--- config.mk ---
export PLATFORM = sky130hd
export DESIGN_NAME = ext_irq_flag_ctrl
export DESIGN_NICKNAME = d
export VERILOG_FILES = /design/src/rtl/eif_pkg.sv /design/src/rtl/eif_sync.sv /design/src/rtl/eif_edge.sv /design/src/rtl/eif_flags.sv /design/src/rtl/eif_regs.sv /design/src/rtl/ext_irq_flag_ctrl.sv
export SDC_FILE = /design/constraint.sdc
export NUM_CORES = 1
export LEC_CHECK = 0
export CORE_UTILIZATION = 46
export CTS_BUF_LIST = sky130_fd_sc_hd__clkbuf_4 sky130_fd_sc_hd__clkbuf_8 sky130_fd_sc_hd__clkbuf_16
export DETAILED_ROUTE_END_ITERATION = 8
export PLACE_DENSITY = 0.76
export RECOVER_POWER = 100
export SYNTH_ARGS = -nofsm -noshare
export SYNTH_HDL_FRONTEND = slang
export SYNTH_SLANG_ARGS = --single-unit
--- constraint.sdc ---
create_clock -name clk -period 1.6 [get_ports clk]
set_clock_uncertainty 0.2 [all_clocks]
set_input_delay 0.16 -clock clk [delete_from_list [all_inputs] [get_ports clk]]
set_output_delay 0.16 -clock clk [all_outputs]
set_load 0.005 [all_outputs]
--- src/rtl/eif_pkg.sv ---
package eif_pkg;
  localparam int DATA_W  = 32;
  localparam int ADDR_W  = 3;
  localparam int NMI_BIT = 31;

  typedef enum logic [ADDR_W-1:0] {
    EIF_A_STATUS = 3'd0,
    EIF_A_RISE   = 3'd1,
    EIF_A_FALL   = 3'd2,
    EIF_A_REQEN  = 3'd3,
    EIF_A_DMASEL = 3'd4
  } eif_addr_e;
endpackage

--- src/rtl/eif_sync.sv ---
module eif_sync #(
  parameter int W      = 1,
  parameter int STAGES = 2
) (
  input  logic         clk,
  input  logic         rst_n,
  input  logic [W-1:0] d,
  output logic [W-1:0] q
);
  logic [W-1:0] stage_q [STAGES];
  logic [W-1:0] stage_d [STAGES];

  for (genvar g = 0; g < STAGES; g++) begin : g_stage
    if (g == 0) begin : g_first
      assign stage_d[g] = d;
    end else begin : g_rest
      assign stage_d[g] = stage_q[g-1];
    end

    always_ff @(posedge clk or negedge rst_n) begin
      if (!rst_n) stage_q[g] <= '0;
      else        stage_q[g] <= stage_d[g];
    end
  end

  assign q = stage_q[STAGES-1];
endmodule

--- src/rtl/eif_edge.sv ---
module eif_edge #(
  parameter int W = 1
) (
  input  logic         clk,
  input  logic         rst_n,
  input  logic [W-1:0] smp,
  input  logic [W-1:0] rise_en,
  input  logic [W-1:0] fall_en,
  output logic [W-1:0] hit
);
  logic [W-1:0] prev_q;

  always_ff @(posedge clk or negedge rst_n) begin
    if (!rst_n) prev_q <= '0;
    else        prev_q <= smp;
  end

  always_comb begin
    hit = (smp & ~prev_q & rise_en) | (~smp & prev_q & fall_en);
  end
endmodule

--- src/rtl/eif_flags.sv ---
module eif_flags #(
  parameter int W = 1
) (
  input  logic         clk,
  input  logic         rst_n,
  input  logic [W-1:0] set,
  input  logic [W-1:0] clr,
  output logic [W-1:0] flag
);
  logic [W-1:0] flag_q;
  logic [W-1:0] flag_d;

  // a new event outranks a clear so it is never dropped
  always_comb begin
    flag_d = (flag_q & ~clr) | set;
  end

  always_ff @(posedge clk or negedge rst_n) begin
    if (!rst_n) flag_q <= '0;
    else        flag_q <= flag_d;
  end

  assign flag = flag_q;
endmodule

--- src/rtl/eif_regs.sv ---
module eif_regs
  import eif_pkg::*;
#(
  parameter int NUM_IRQ = 16
) (
  input  logic               clk,
  input  logic               rst_n,
  input  logic               bus_wr,
  input  logic [ADDR_W-1:0]  bus_addr,
  input  logic [DATA_W-1:0]  bus_wdata,
  input  logic [NUM_IRQ-1:0] flags,
  input  logic               nmi_flag,
  output logic [NUM_IRQ-1:0] rise_en,
  output logic [NUM_IRQ-1:0] fall_en,
  output logic [NUM_IRQ-1:0] req_en,
  output logic [NUM_IRQ-1:0] dma_sel,
  output logic [NUM_IRQ-1:0] flag_w1c,
  output logic               nmi_w1c,
  output logic [DATA_W-1:0]  bus_rdata
);
  logic [NUM_IRQ-1:0] rise_q, fall_q, reqen_q, dmasel_q;
  logic               we_status, we_rise, we_fall, we_reqen, we_dmasel;
  logic [NUM_IRQ-1:0] wr_bits;
  logic               unused_wdata;

  assign wr_bits      = bus_wdata[NUM_IRQ-1:0];
  assign unused_wdata = ^bus_wdata[NMI_BIT-1:NUM_IRQ];

  always_comb begin
    we_status = bus_wr && (bus_addr == EIF_A_STATUS);
    we_rise   = bus_wr && (bus_addr == EIF_A_RISE);
    we_fall   = bus_wr && (bus_addr == EIF_A_FALL);
    we_reqen  = bus_wr && (bus_addr == EIF_A_REQEN);
    we_dmasel = bus_wr && (bus_addr == EIF_A_DMASEL);
  end

  always_ff @(posedge clk or negedge rst_n) begin
    if (!rst_n) begin
      rise_q   <= '0;
      fall_q   <= '0;
      reqen_q  <= '0;
      dmasel_q <= '0;
    end else begin
      if (we_rise)   rise_q   <= wr_bits;
      if (we_fall)   fall_q   <= wr_bits;
      if (we_reqen)  reqen_q  <= wr_bits;
      if (we_dmasel) dmasel_q <= wr_bits;
    end
  end

  assign rise_en  = rise_q;
  assign fall_en  = fall_q;
  assign req_en   = reqen_q;
  assign dma_sel  = dmasel_q;
  assign flag_w1c = we_status ? wr_bits : '0;
  assign nmi_w1c  = we_status & bus_wdata[NMI_BIT];

  always_comb begin
    bus_rdata = '0;
    unique case (bus_addr)
      EIF_A_STATUS: begin
        bus_rdata[NUM_IRQ-1:0] = flags;
        bus_rdata[NMI_BIT]     = nmi_flag;
      end
      EIF_A_RISE:   bus_rdata[NUM_IRQ-1:0] = rise_q;
      EIF_A_FALL:   bus_rdata[NUM_IRQ-1:0] = fall_q;
      EIF_A_REQEN:  bus_rdata[NUM_IRQ-1:0] = reqen_q;
      EIF_A_DMASEL: bus_rdata[NUM_IRQ-1:0] = dmasel_q;
      default:      bus_rdata = '0;
    endcase
  end
endmodule

--- src/rtl/ext_irq_flag_ctrl.sv ---
module ext_irq_flag_ctrl
  import eif_pkg::*;
#(
  parameter int NUM_IRQ     = 16,
  parameter int SYNC_STAGES = 2
) (
  input  logic               clk,
  input  logic               rst_n,
  input  logic [NUM_IRQ-1:0] irq_pin_i,
  input  logic               nmi_pin_i,
  input  logic               bus_wr,
  input  logic [ADDR_W-1:0]  bus_addr,
  input  logic [DATA_W-1:0]  bus_wdata,
  output logic [DATA_W-1:0]  bus_rdata,
  input  logic [NUM_IRQ-1:0] dma_ack_i,
  output logic               irq_o,
  output logic [NUM_IRQ-1:0] dma_req_o,
  output logic               nmi_o
);
  localparam int SYNC_W = NUM_IRQ + 1;

  logic [SYNC_W-1:0]  pins_sync;
  logic [NUM_IRQ-1:0] irq_smp, set_vec, flag_q, clr_vec;
  logic [NUM_IRQ-1:0] rise_en, fall_en, req_en, dma_sel, flag_w1c;
  logic [NUM_IRQ-1:0] armed;
  logic               nmi_smp, nmi_set, nmi_w1c, nmi_flag;

  eif_sync #(.W(SYNC_W), .STAGES(SYNC_STAGES)) u_sync (
    .clk(clk), .rst_n(rst_n), .d({nmi_pin_i, irq_pin_i}), .q(pins_sync)
  );
  assign irq_smp = pins_sync[NUM_IRQ-1:0];
  assign nmi_smp = pins_sync[NUM_IRQ];

  eif_edge #(.W(NUM_IRQ)) u_edge_irq (
    .clk(clk), .rst_n(rst_n), .smp(irq_smp),
    .rise_en(rise_en), .fall_en(fall_en), .hit(set_vec)
  );

  eif_edge #(.W(1)) u_edge_nmi (
    .clk(clk), .rst_n(rst_n), .smp(nmi_smp),
    .rise_en(1'b1), .fall_en(1'b0), .hit(nmi_set)
  );

  assign clr_vec = flag_w1c | dma_ack_i;

  eif_flags #(.W(NUM_IRQ)) u_flags_irq (
    .clk(clk), .rst_n(rst_n), .set(set_vec), .clr(clr_vec), .flag(flag_q)
  );

  eif_flags #(.W(1)) u_flags_nmi (
    .clk(clk), .rst_n(rst_n), .set(nmi_set), .clr(nmi_w1c), .flag(nmi_flag)
  );

  eif_regs #(.NUM_IRQ(NUM_IRQ)) u_regs (
    .clk(clk), .rst_n(rst_n), .bus_wr(bus_wr), .bus_addr(bus_addr),
    .bus_wdata(bus_wdata), .flags(flag_q), .nmi_flag(nmi_flag),
    .rise_en(rise_en), .fall_en(fall_en), .req_en(req_en), .dma_sel(dma_sel),
    .flag_w1c(flag_w1c), .nmi_w1c(nmi_w1c), .bus_rdata(bus_rdata)
  );

  assign armed     = flag_q & req_en;
  assign irq_o     = |(armed & ~dma_sel);
  assign dma_req_o = armed & dma_sel;
  assign nmi_o     = nmi_flag;
endmodule

======== After elaboration in Yosys (flattened, before gate mapping) ========
Cells that the tools add are included.
W data, S select, Z words.
storage, ports and cells
  flip-flop bits (word level) ............. 132
  input bits .............................. 71
  output and inout bits ................... 50
  logic and storage cells ................. 45
cells by class
  equality and inequality tests ........... 4
  mux-type cells .......................... 3
  bitwise logic cells ..................... 21
  reduce and logical (&&, ||, !) cells .... 7
operators by type and width
  cell                  count
  $and A16 B16 Y16      8
  $pmux W16 S5          1
  $not A16 Y16          4
  $or A16 B16 Y16       3
  $mux W16              1
  $reduce_or A16 Y1     1
  $eq A3 B2 Y1 const B  2
  $logic_and A1 B1 Y1   5
  $and A1 B1 Y1         3
  $eq A3 B1 Y1 const B  1
  $eq A3 B3 Y1 const B  1
  $logic_not A3 Y1      1
  $not A1 Y1            2
  $mux W1               1
  $or A1 B1 Y1          1

======== Logic depth before layout (Yosys ltp) ========
  word-level depth ........................ 7
  mapped depth ............................ 6
  mapped depth without buffers ............ 3

======== Hierarchy ========
From an unflattened synthesis, not the netlist that was laid out.
second synthesis, totals
  cell total of the unflattened synthesis .. 462
  area total of the unflattened synthesis .. 6,032.0 sq um
modules (own cells, without submodules)
  module                    times used  cells each  area an instance (sq um)  sequential area each (sq um)
  eif_regs                  1           254         3,442.1                   1,601.5
  eif_sync                  1           34          850.8                     850.8
  eif_edge at u_edge_irq    1           64          720.7                     400.4
  eif_flags at u_flags_irq  1           48          580.6                     400.4
  ext_irq_flag_ctrl         1           55          356.6                     0.0
  eif_edge at u_edge_nmi    1           4           45.0                      25.0
  eif_flags at u_flags_nmi  1           3           36.3                      25.0

======== Least setup slack after synthesis ========
Ideal clock, no wire load.
  path kind ............................... input-to-reg
  from .................................... input port bus_addr[2]
  to ...................................... register u_regs.rise_q[10], in the netlist u_regs.rise_en[10]
  setup time .............................. 0.125 ns
  arrival ................................. 1.367 ns
  data required time ...................... 1.275 ns
  slack ................................... -0.091 ns
  stages .................................. 6
  path buffers ............................ 3
  cells stage by stage .................... buf_6 > nand2b_4 > buf_6 > nor3b_4 > buf_6 > mux2_2
between the ends
  word-level cells in the longest chain between the ends .. 2
ends and longest elaborated chain
  item                  RTL line                 source
  from (decl)           ext_irq_flag_ctrl.sv:12  input logic [ADDR_W-1:0] bus_addr,
  $eq A3 B1 Y1          eif_regs.sv:31           we_rise = bus_wr && (bus_addr == EIF_A_RISE);
  $logic_and A1 B1 Y1   eif_regs.sv:31
  to (signal assigned)  eif_regs.sv:44           if (we_rise) rise_q <= wr_bits;
  to (decl)             eif_regs.sv:21           logic [NUM_IRQ-1:0] rise_q, fall_q, reqen_q, dmasel_q;
Every way passes these cells.
A chain may end at the register's enable or synchronous reset.

======== Worst setup path after layout ========
  from .................................... register u_regs.reqen_q[9], in the netlist u_regs.req_en[9]
  to ...................................... output port irq_o
between the ends
  word-level cells in the longest chain between the ends .. 3
ends and longest elaborated chain
  item                    RTL line                 source
  from (decl)             eif_regs.sv:21
  from (signal assigned)  eif_regs.sv:46           if (we_reqen) reqen_q <= wr_bits;
  $and A16 B16 Y16        ext_irq_flag_ctrl.sv:61  assign armed = flag_q & req_en;
  $and A16 B16 Y16        ext_irq_flag_ctrl.sv:62  assign irq_o = |(armed & ~dma_sel);
  $reduce_or A16 Y1       ext_irq_flag_ctrl.sv:62
  to (decl)               ext_irq_flag_ctrl.sv:16  output logic irq_o,
Every way passes these cells.

==> metrics.cfg <==
[logic_synthesis]
synth_area_mm2 = 0.005638
synthSimpleGateAreaFrac_pct = 9.454
muxShareOfSynthArea_pct = 15.85
synth_edf_count = 0
synthArstFlopShare_pct = 100.0
synth-adder-area-share_pct = 0
synth_flop_cell = dfrtp_1
yosysMostFrequentCell = dfrtp_1
synth_xor_area_share_pct = 0
ys_seq_elements = 132
synthCells = 408
synth_area_per_cell_um2 = 13.82
synth_top_area_share_pct = 58.59
synth_area_leaders = dfrtp_1 59%, mux2_2 12%, nand3b_1 3.7%
netlist-cell-type-count = 28
synth_top_family_by_area = multiplexers
yosys.area.top_type = dfrtp_1
synth_compound_area_share_pct = 10.54
synth-seq-area-share_pct = 58.59
synth_common_cells = 132 x dfrtp_1, 60 x mux2_2, 28 x nand3b_1
yosys_warnings = 0

[grt]
gr-total-overflow = 0
grt_pass1_wl_mm = 24.13
antenna_found_initial = 0
grt_max_degree = 57
grt_usage_pct = 25.67
grt_pass1_vias = 4493

[placed_design]
gp_congestion = 0.8453
dp_cells = 715
place_ws_ns = -0.8112
post-dp-hpwl_mm = 9.464
io_buffers = 90

[timing]
relSlewSlack_pct = 57.98
setup-violations-final = 187
report.final.hold_viol_count = 0
fmax_mhz = 459.8
fin_ws_ns = -0.5748
period_share_pct = 135.9
worstMarginPinSlew_ns = 0.6304
maxSlewViolCount = 0
min_period_ns = 2.175
rsz0062_at_grt = true
whs_ns = 0.1451

[outcome]
status = complete, but fails checks
violations = setup timing

[critical_path]
cp_num_buf_inv = 1
required_ns = 1.24
cp_max_fo = 2
cp_cell_sequence = nand3b_1, o2111ai_1, or4_4, buf_6
cpPeakStageDelay_ns = 0.53
cp-start-kind = flip-flop
crit_slowest_cell = or4_4
arrival_ns = 1.81
path_delay_family = simple AND/OR/NAND/NOR gates
path_class = flip-flop to output port
endpoint_kind = output port

[floorplanning]
die-area_mm2 = 0.01270
fp.coreArea_mm2 = 0.01196
ios = 121
die_h_um = 112.7
dieWidth_um = 112.7
start_util_pct = 47.13
row_count = 40

[layout]
final_layout_size_suffix_gt1_share_pct = 43.30
area_growth_pct = 53.99
fillers = 766
fin_cells = 789
nets = 700
seq_area_mm2 = 0.003303
antennaDiodeCount = 0
multi_input_area_mm2 = 0.002312

[drt]
totalWireLength_mm = 15.38
ant_nets = 0
wl_per_cell_um = 19.49
routed-via-count = 4324
first_iter_violations = 187
viasPerCell = 5.480
firstDrtPassIters = 4
drcViolationCount = 0

[clock_network]
clkTransAtPathRegs_ns = 0.05
cts-root-buf = clkbuf_16
cts-buffers-inserted = 17
cts.htree.levels = 4
cts_sinks = 132
insertion_delay_ns = 0.42
cts_tree = done
clockBufferDepth = 2

[job]
maxCapViolCount = 0

[power]
p_per_area_mw_per_mm2 = 1281
leakagePower_nw = 3.944
vdd_drop_max_v = 0.0008282

[min_path]
hp-class = flip-flop to flip-flop

-- final cells by class --
class / count / share of cell area [%]
Sequential cell: 132 / 38.05
Multi-Input combinational cell: 240 / 26.63
Timing Repair Buffer: 220 / 24.97
Clock buffer: 21 / 5.462
Tap cell: 147 / 2.118
Clock inverter: 11 / 1.989
Inverter: 18 / 0.7782
-- metrics by stage --
| step | utilization (%) | instance area (um2) | total power, W | setup TNS (ns) |
|---|---|---|---|---|
| after floorplan | - | 5843 | 0.005195 | -1.106 |
| after global placement | 62.14 | 7433 | 0.006389 | -56.93 |
| after detailed placement | 62.14 | 7433 | 0.006488 | -60.25 |
| after CTS | 71.51 | 8553 | 0.01094 | -6.219 |
| after global routing | 72.58 | 8682 | 0.01155 | -42.16 |
| final | 72.58 | 8682 | 0.01112 | -22.50 |
-- routing by layer --
layer	up-vias	track usage [%]	part of all wire (%)
met1	2225	32.83	42
met5	-	0	0
met3	31	6.160	4.9
met4	0	10.93	2.0
li1	1928	-	-
met2	140	41.98	51
-- kinds of logic after synthesis --
| family | after synthesis |
|---|---|
| DFF | 132 |
| muxes | 80 |
| and+or+nand+nor | 77 |
| AOI/OAI and AO/OA | 68 |
| buffers and inverters | 50 |
| other | 1 |
-- state kept, by name, indices dropped and copies added (netlist names) --
register,flops
u_regs.rise_en,16
u_sync.stage_d,17
u_sync.q,17
u_edge_irq.prev_q,16
u_regs.dma_sel,16
u_flags_irq.flag,16
u_flags_nmi.flag,1
u_regs.fall_en,16
u_regs.req_en,16
u_edge_nmi.prev_q,1
-- path summary, 6_finish.rpt --
check,start,to,slack [ns],cells past startpoint
hold reg to reg,u_sync.stage_d[9],u_sync.q[9],0.15,0
hold / removal,u_sync.stage_d[9],u_sync.q[9],0.15,0
max in group asynchronous,rst_n,u_regs.req_en[10],-0.14,4
setup reg to reg,u_regs.req_en[15],u_regs.req_en[15],0.38,3
min in group asynchronous,rst_n,u_edge_irq.prev_q[1],0.63,3
setup / recovery,u_regs.req_en[9],irq_o,-0.57,4
-- power breakdown --
part | internal (W) | switching [W] | leakage (nW)
clock network | 0.00275 | 0.00149 | 0.305
logic | 0.00169 | 0.000962 | 2.07
registers | 0.00385 | 0.000376 | 1.57
total | 0.00830 | 0.00282 | 3.94
-- cell usage in the layout, fill, tap and decap left out, drive strengths merged, types with 16 or more instances in the layout --
cell,instances
o211ai,16
clkdlybuf4s50,33
inv,19
clkbuf,27
mux2,64
dlygate4sd3,36
nand3b,28
dfrtp,132
and3,16
a211o,16
nand2,22
buf,144
-- timing repair --
action,in CTS,in global routing
resized for setup,204,39
hold buffers,18,0
setup endpoints to repair,98,157
pin swaps,22,22
hold endpoints to repair,148,0
setup buffers,24,10
gates cloned,3,0
(Power assumes the default switching activity.)
